File: config.mk
export PLATFORM = sky130hd
export DESIGN_NAME = mreq_issuer
export DESIGN_NICKNAME = d
export VERILOG_FILES = /design/src/rtl/mreq_pkg.sv /design/src/rtl/mreq_classify.sv /design/src/rtl/mreq_lat_regs.sv /design/src/rtl/mreq_delay_pipe.sv /design/src/rtl/mreq_issuer.sv
export SDC_FILE = /design/constraint.sdc
export NUM_CORES = 1
export LEC_CHECK = 0
export CORE_AREA = 2 2 131 133
export CTS_CLUSTER_SIZE = 24
export DETAILED_ROUTE_END_ITERATION = 8
export DIE_AREA = 0 0 133 135
export DONT_BUFFER_PORTS = 1
export SLEW_MARGIN = 40
export SYNTH_ARGS = -nofsm -noshare
export SYNTH_HDL_FRONTEND = slang
export SYNTH_HIERARCHICAL = 1
export SYNTH_SLANG_ARGS = --single-unit
File: constraint.sdc
create_clock -name clk -period 3.3 [get_ports clk]
set_input_delay 0.99 -clock clk [delete_from_list [all_inputs] [get_ports clk]]
set_output_delay 0.99 -clock clk [all_outputs]
set_load 0.02 [all_outputs]
File: src/rtl/mreq_pkg.sv
package mreq_pkg;

    typedef enum logic [3:0] {
        RT_LOAD      = 4'd0,
        RT_STORE     = 4'd1,
        RT_IFETCH    = 4'd2,
        RT_RMW_RD    = 4'd3,
        RT_LRMW_RD   = 4'd4,
        RT_LRMW_WR   = 4'd5,
        RT_LL        = 4'd6,
        RT_SC        = 4'd7,
        RT_ATOMIC    = 4'd8,
        RT_FLUSH     = 4'd9
    } rtype_e;

    typedef enum logic [1:0] {
        RS_ISSUED  = 2'd0,
        RS_ALIASED = 2'd1,
        RS_FULL    = 2'd2,
        RS_ILLEGAL = 2'd3
    } rsp_e;

    typedef struct packed {
        logic rd;
        logic wr;
        logic flush;
        logic ifetch;
        logic llsc;
        logic locked;
        logic stchk;
    } pkt_attr_t;

    typedef struct packed {
        logic   legal;
        rtype_e prim;
        rtype_e sec;
    } class_t;

    // Outcome of a legal packet given pipeline room and tracker answer.
    function automatic rsp_e outcome(input logic room, input logic [1:0] ts);
        if (!room)            return RS_FULL;
        else if (ts == 2'd0)  return RS_ISSUED;
        else if (ts == 2'd1)  return RS_ALIASED;
        else                  return RS_FULL;
    endfunction

endpackage

File: src/rtl/mreq_classify.sv
module mreq_classify
    import mreq_pkg::*;
(
    input  pkt_attr_t attr,
    output class_t    cls
);
    always_comb begin
        cls.legal = 1'b1;
        cls.prim  = RT_LOAD;
        cls.sec   = RT_LOAD;
        if (attr.llsc) begin
            cls.sec = RT_ATOMIC;
            if (attr.wr)      cls.prim = RT_SC;
            else if (attr.rd) cls.prim = RT_LL;
            else              cls.legal = 1'b0;
        end else if (attr.locked) begin
            cls.sec = RT_STORE;
            if (attr.wr)      cls.prim = RT_LRMW_WR;
            else if (attr.rd) cls.prim = RT_LRMW_RD;
            else              cls.legal = 1'b0;
        end else if (attr.rd) begin
            if (attr.ifetch) begin
                cls.prim = RT_IFETCH;
                cls.sec  = RT_IFETCH;
            end else if (attr.stchk) begin
                cls.prim = RT_RMW_RD;
                cls.sec  = RT_STORE;
            end
        end else if (attr.wr) begin
            cls.prim = RT_STORE;
            cls.sec  = RT_STORE;
        end else if (attr.flush) begin
            cls.prim = RT_FLUSH;
            cls.sec  = RT_FLUSH;
        end else begin
            cls.legal = 1'b0;
        end
    end
endmodule

File: src/rtl/mreq_lat_regs.sv
module mreq_lat_regs #(
    parameter int LW        = 4,
    parameter int I_LAT_RST = 2,
    parameter int D_LAT_RST = 3
) (
    input  logic          clk,
    input  logic          rst,
    input  logic          we,
    input  logic          sel,
    input  logic [LW-1:0] val,
    output logic [LW-1:0] ilat,
    output logic [LW-1:0] dlat
);
    logic nz;
    assign nz = (val != '0);

    always_ff @(posedge clk) begin
        if (rst) begin
            ilat <= LW'(I_LAT_RST);
            dlat <= LW'(D_LAT_RST);
        end else if (we && nz) begin
            if (sel) ilat <= val;
            else     dlat <= val;
        end
    end
endmodule

File: src/rtl/mreq_delay_pipe.sv
module mreq_delay_pipe
    import mreq_pkg::*;
#(
    parameter int DEPTH = 4,
    parameter int AW    = 16,
    parameter int LW    = 4
) (
    input  logic          clk,
    input  logic          rst,
    input  logic          push,
    input  rtype_e        push_type,
    input  logic [AW-1:0] push_addr,
    input  logic [LW-1:0] push_lat,
    output logic          full,
    output logic          out_valid,
    output rtype_e        out_type,
    output logic [AW-1:0] out_addr
);
    localparam int PW = (DEPTH > 1) ? $clog2(DEPTH) : 1;
    localparam int OW = $clog2(DEPTH + 1);

    rtype_e        typ_q  [DEPTH];
    logic [AW-1:0] addr_q [DEPTH];
    logic [LW-1:0] cnt_q  [DEPTH];
    logic [PW-1:0] rd_q, wr_q;
    logic [OW-1:0] occ_q;
    logic          pop;

    assign full      = (occ_q == OW'(DEPTH));
    assign pop       = (occ_q != '0) && (cnt_q[rd_q] == '0);
    assign out_valid = pop;
    assign out_type  = typ_q[rd_q];
    assign out_addr  = addr_q[rd_q];

    for (genvar g = 0; g < DEPTH; g++) begin : g_slot
        always_ff @(posedge clk) begin
            if (rst) begin
                cnt_q[g]  <= '0;
                typ_q[g]  <= RT_LOAD;
                addr_q[g] <= '0;
            end else if (push && (wr_q == PW'(g))) begin
                cnt_q[g]  <= push_lat;
                typ_q[g]  <= push_type;
                addr_q[g] <= push_addr;
            end else if (cnt_q[g] != '0) begin
                cnt_q[g]  <= cnt_q[g] - LW'(1);
            end
        end
    end

    always_ff @(posedge clk) begin
        if (rst) begin
            rd_q  <= '0;
            wr_q  <= '0;
            occ_q <= '0;
        end else begin
            if (push) wr_q <= (wr_q == PW'(DEPTH - 1)) ? '0 : wr_q + PW'(1);
            if (pop)  rd_q <= (rd_q == PW'(DEPTH - 1)) ? '0 : rd_q + PW'(1);
            case ({push, pop})
                2'b10:   occ_q <= occ_q + OW'(1);
                2'b01:   occ_q <= occ_q - OW'(1);
                default: occ_q <= occ_q;
            endcase
        end
    end
endmodule

File: src/rtl/mreq_issuer.sv
module mreq_issuer
    import mreq_pkg::*;
#(
    parameter int AW        = 16,
    parameter int DEPTH     = 4,
    parameter int LW        = 4,
    parameter int I_LAT_RST = 2,
    parameter int D_LAT_RST = 3
) (
    input  logic          clk,
    input  logic          rst,
    input  logic          pkt_valid,
    input  logic          pkt_rd,
    input  logic          pkt_wr,
    input  logic          pkt_flush,
    input  logic          pkt_ifetch,
    input  logic          pkt_llsc,
    input  logic          pkt_locked,
    input  logic          pkt_stchk,
    input  logic [AW-1:0] pkt_addr,
    output logic          trk_req_valid,
    output logic [3:0]    trk_type,
    output logic [AW-1:0] trk_addr,
    input  logic [1:0]    trk_status,
    output logic          rsp_valid,
    output logic [1:0]    rsp_code,
    output logic          err_pulse,
    output logic          ctl_valid,
    output logic [3:0]    ctl_type,
    output logic [AW-1:0] ctl_addr,
    input  logic          cfg_we,
    input  logic          cfg_sel,
    input  logic [LW-1:0] cfg_lat
);
    pkt_attr_t     attr;
    class_t        cls;
    logic [LW-1:0] ilat_w, dlat_w, push_lat;
    logic          pipe_full, accept;
    rtype_e        ctl_type_e;
    rsp_e          code_d;

    assign attr = '{rd: pkt_rd, wr: pkt_wr, flush: pkt_flush, ifetch: pkt_ifetch,
                    llsc: pkt_llsc, locked: pkt_locked, stchk: pkt_stchk};

    mreq_classify u_cls (.attr(attr), .cls(cls));

    mreq_lat_regs #(.LW(LW), .I_LAT_RST(I_LAT_RST), .D_LAT_RST(D_LAT_RST)) u_lat (
        .clk(clk), .rst(rst), .we(cfg_we), .sel(cfg_sel), .val(cfg_lat),
        .ilat(ilat_w), .dlat(dlat_w)
    );

    assign trk_req_valid = pkt_valid && cls.legal && !pipe_full;
    assign trk_type      = cls.prim;
    assign trk_addr      = pkt_addr;
    assign accept        = trk_req_valid && (trk_status == 2'd0);
    assign push_lat      = (cls.sec == RT_IFETCH) ? ilat_w : dlat_w;

    mreq_delay_pipe #(.DEPTH(DEPTH), .AW(AW), .LW(LW)) u_pipe (
        .clk(clk), .rst(rst), .push(accept), .push_type(cls.sec),
        .push_addr(pkt_addr), .push_lat(push_lat), .full(pipe_full),
        .out_valid(ctl_valid), .out_type(ctl_type_e), .out_addr(ctl_addr)
    );
    assign ctl_type = ctl_type_e;

    assign code_d = cls.legal ? outcome(!pipe_full, trk_status) : RS_ILLEGAL;

    always_ff @(posedge clk) begin
        if (rst) begin
            rsp_valid <= 1'b0;
            rsp_code  <= RS_ISSUED;
            err_pulse <= 1'b0;
        end else begin
            rsp_valid <= pkt_valid;
            rsp_code  <= code_d;
            err_pulse <= pkt_valid && !cls.legal;
        end
    end
endmodule

==> impl_metrics.json <==
{
  "status": "completed",
  "avgRoutedWirePerCell_um": 17.2,
  "end_kind": "output port",
  "setup_viol": 0,
  "numCtsBuffers": 17,
  "finalCritPeriodShare_pct": 88.2,
  "ir_worst_vdd_uv": 519,
  "syn_inst": 441,
  "routed_wl_um": 11700,
  "fin_tns_setup_ns": 0,
  "insertedDiodeCount": 0,
  "holdWs_ns": 0.471,
  "areaGrowthSynthToFinish_pct": 15.3,
  "arrival_ns": 1.92,
  "firstDrtPassIters": 4,
  "grt_pass1_vias": 3473,
  "insertion_delay_ns": 0.41,
  "cts_tree": "built",
  "worstPathMaxFanout": 4,
  "fmax_mhz": 344,
  "via_count": 3353,
  "slew_viol_final": 0,
  "syn-cell-area_um2": 5680,
  "overflow": 0,
  "synth-main-ff-cell": "edfxtp_1",
  "rows": 47,
  "syn_nets": 486,
  "die_y_um": 135,
  "multi_input_area_um2": 2090,
  "grt_usage_pct": 13.6,
  "antenna_found_initial": 0,
  "drc": 0,
  "htree_num_levels": 4,
  "die_w_um": 133,
  "avgViaCountPerCell": 4.93,
  "ant_nets": 0,
  "yosysWarnings": 6,
  "min_path_type": "reg2reg",
  "post-route-min-period_ns": 2.91,
  "cts_setup_buffers": 0,
  "clock_sinks": 117,
  "syn_avg_cell_area_um2": 12.9,
  "worst_slew_pin_slew_ns": 0.536,
  "start_util_pct": 34.6,
  "async_flop_share_pct": 0,
  "fin_nets": 492,
  "relSlewSlack_pct": 64.3,
  "io_pins": 80,
  "layout-drive-gt1-share_pct": 19.8,
  "die_area_um2": 18000,
  "utilization_pct": 39.9,
  "regArea_um2": 3300,
  "yosysSeqAreaShare_pct": 58.2,
  "path_clk_slew_ns": 0.06,
  "grt_pass1_wl_um": 18500,
  "synth_edf_count": 96,
  "skew_ns": 0.0105,
  "grt_max_degree": 28,
  "portBuffers": 0,
  "dp_hpwl_um": 7770,
  "rsz0062_at_grt": "no",
  "cp.required_ns": 2.31,
  "coreArea_um2": 16400,
  "routabilityCongestion": 0.768,
  "post_cts_resized": 0,
  "final_cell_mix": "edfxtp_1, and2_1, nand2_1, dfxtp_1",
  "power.density_nw_per_um2": 685,
  "cts_root_buf": "clkbuf_16",
  "drv_cap": 0,
  "clock_path_buffers": 2,
  "ys_ff_latch": 117,
  "drt_iter0_drc": 210,
  "cts_hold_buffers": 0,
  "n_fill_cell": 1505,
  "layout_commonest_cell": "edfxtp_1",
  "start_kind": "flop",
  "crit_type": "reg2out",
  "final_hold_viol_count": 0,
  "synth_cell_types": 52,
  "leakagePower_nw": 2.40
}
[Yosys cell counts, types with 6 or more instances]
master	number	area share, %
mux2_2	6	1.2
edfxtp_1	96	51
and2_1	81	8.9
nand2_1	33	2.2
ha_1	10	2.2
inv_1	20	1.3
buf_4	17	2.2
clkbuf_1	9	0.60
o21ai_0	20	1.8
a21oi_1	14	1.2
dfxtp_1	21	7.4
nor2_1	17	1.1
mux4_2	20	7.9
[state kept, by name, summed over array words and instances, names as in the netlist, named ones only]
signal         flops
u_lat/dlat         4
u_lat/ilat         4
u_pipe/typ_q      16
u_pipe/rd_q        2
u_pipe/cnt_q      16
u_pipe/addr_q     64
rsp_code           2
rsp_valid          1
err_pulse          1
u_pipe/occ_q       3
u_pipe/wr_q        2
[routing by layer]
metal / GRT usage (%) / wire [um] / vias up
li1: - / - / 1582
met1: 15.5 / 4950 / 1672
met2: 23.5 / 5830 / 83
met3: 4.35 / 605 / 16
met4: 6.21 / 331 / 0
met5: 0 / 0 / -
[worst paths after layout]
check | cells after the start | startpoint | slack, ns | endpoint
min reg2reg | 2 | u_lat/ilat[0]$_SDFFE_PP0P_ | 0.47 | u_lat/ilat[0]$_SDFFE_PP0P_
max reg2reg | 10 | u_pipe/cnt_q[3][0]$_DFFE_PP_ | 0.65 | u_pipe/occ_q[2]$_SDFFE_PP0P_
min | 2 | u_lat/ilat[0]$_SDFFE_PP0P_ | 0.47 | u_lat/ilat[0]$_SDFFE_PP0P_
max | 5 | u_pipe/cnt_q[3][0]$_DFFE_PP_ | 0.39 | ctl_valid
[critical path, stage by stage, from the launching register on]
cell and delay [ns]:
edfxtp_1 0.43, nor4_1 0.50, mux2_2 0.26, a22oi_2 0.08, inv_1 0.10, buf_4 0.14
[cell type report]
type	count	share of cell area [%]
Clock buffer	17	6.50
Clock inverter	15	2.94
Inverter	21	1.20
Multi-Input combinational cell	271	31.9
Sequential cell	117	50.5
Tap cell	220	4.20
Timing Repair Buffer	19	2.75
[logic make-up (layout without fill, tap and decap cells)]
| kind of cell | after synthesis | after routing | synth area share (%) |
|---|---|---|---|
| xor+xnor | 6 | 6 | 0.926 |
| fa+ha+maj | 11 | 11 | 2.56 |
| mux | 29 | 29 | 9.68 |
| flops | 117 | 117 | 58.2 |
| compound gates | 52 | 52 | 5.67 |
| buf+inv | 53 | 72 | 4.96 |
| simple gates | 172 | 172 | 17.9 |
| other cells | 1 | 1 | 0.0661 |
[report_power, final]
part	total (mW)	switching (mW)	internal [mW]
Combinational	0.673	0.385	0.288
Sequential	1.90	0.117	1.78
Clock	1.91	0.705	1.21
Total	4.48	1.21	3.28
[per-stage QoR]
step	worst slack, ns	power (mW)	cell area, um2	cells
finish	0.389	4.48	6550	680
global route	0.274	4.69	6550	680
CTS	0.352	4.52	6550	680
detailed placement	0.131	2.60	5930	648
global placement	0.245	2.56	5930	648
floorplan	0.141	2.45	5680	441
No activity file was read; power rests on OpenSTA's default activity.
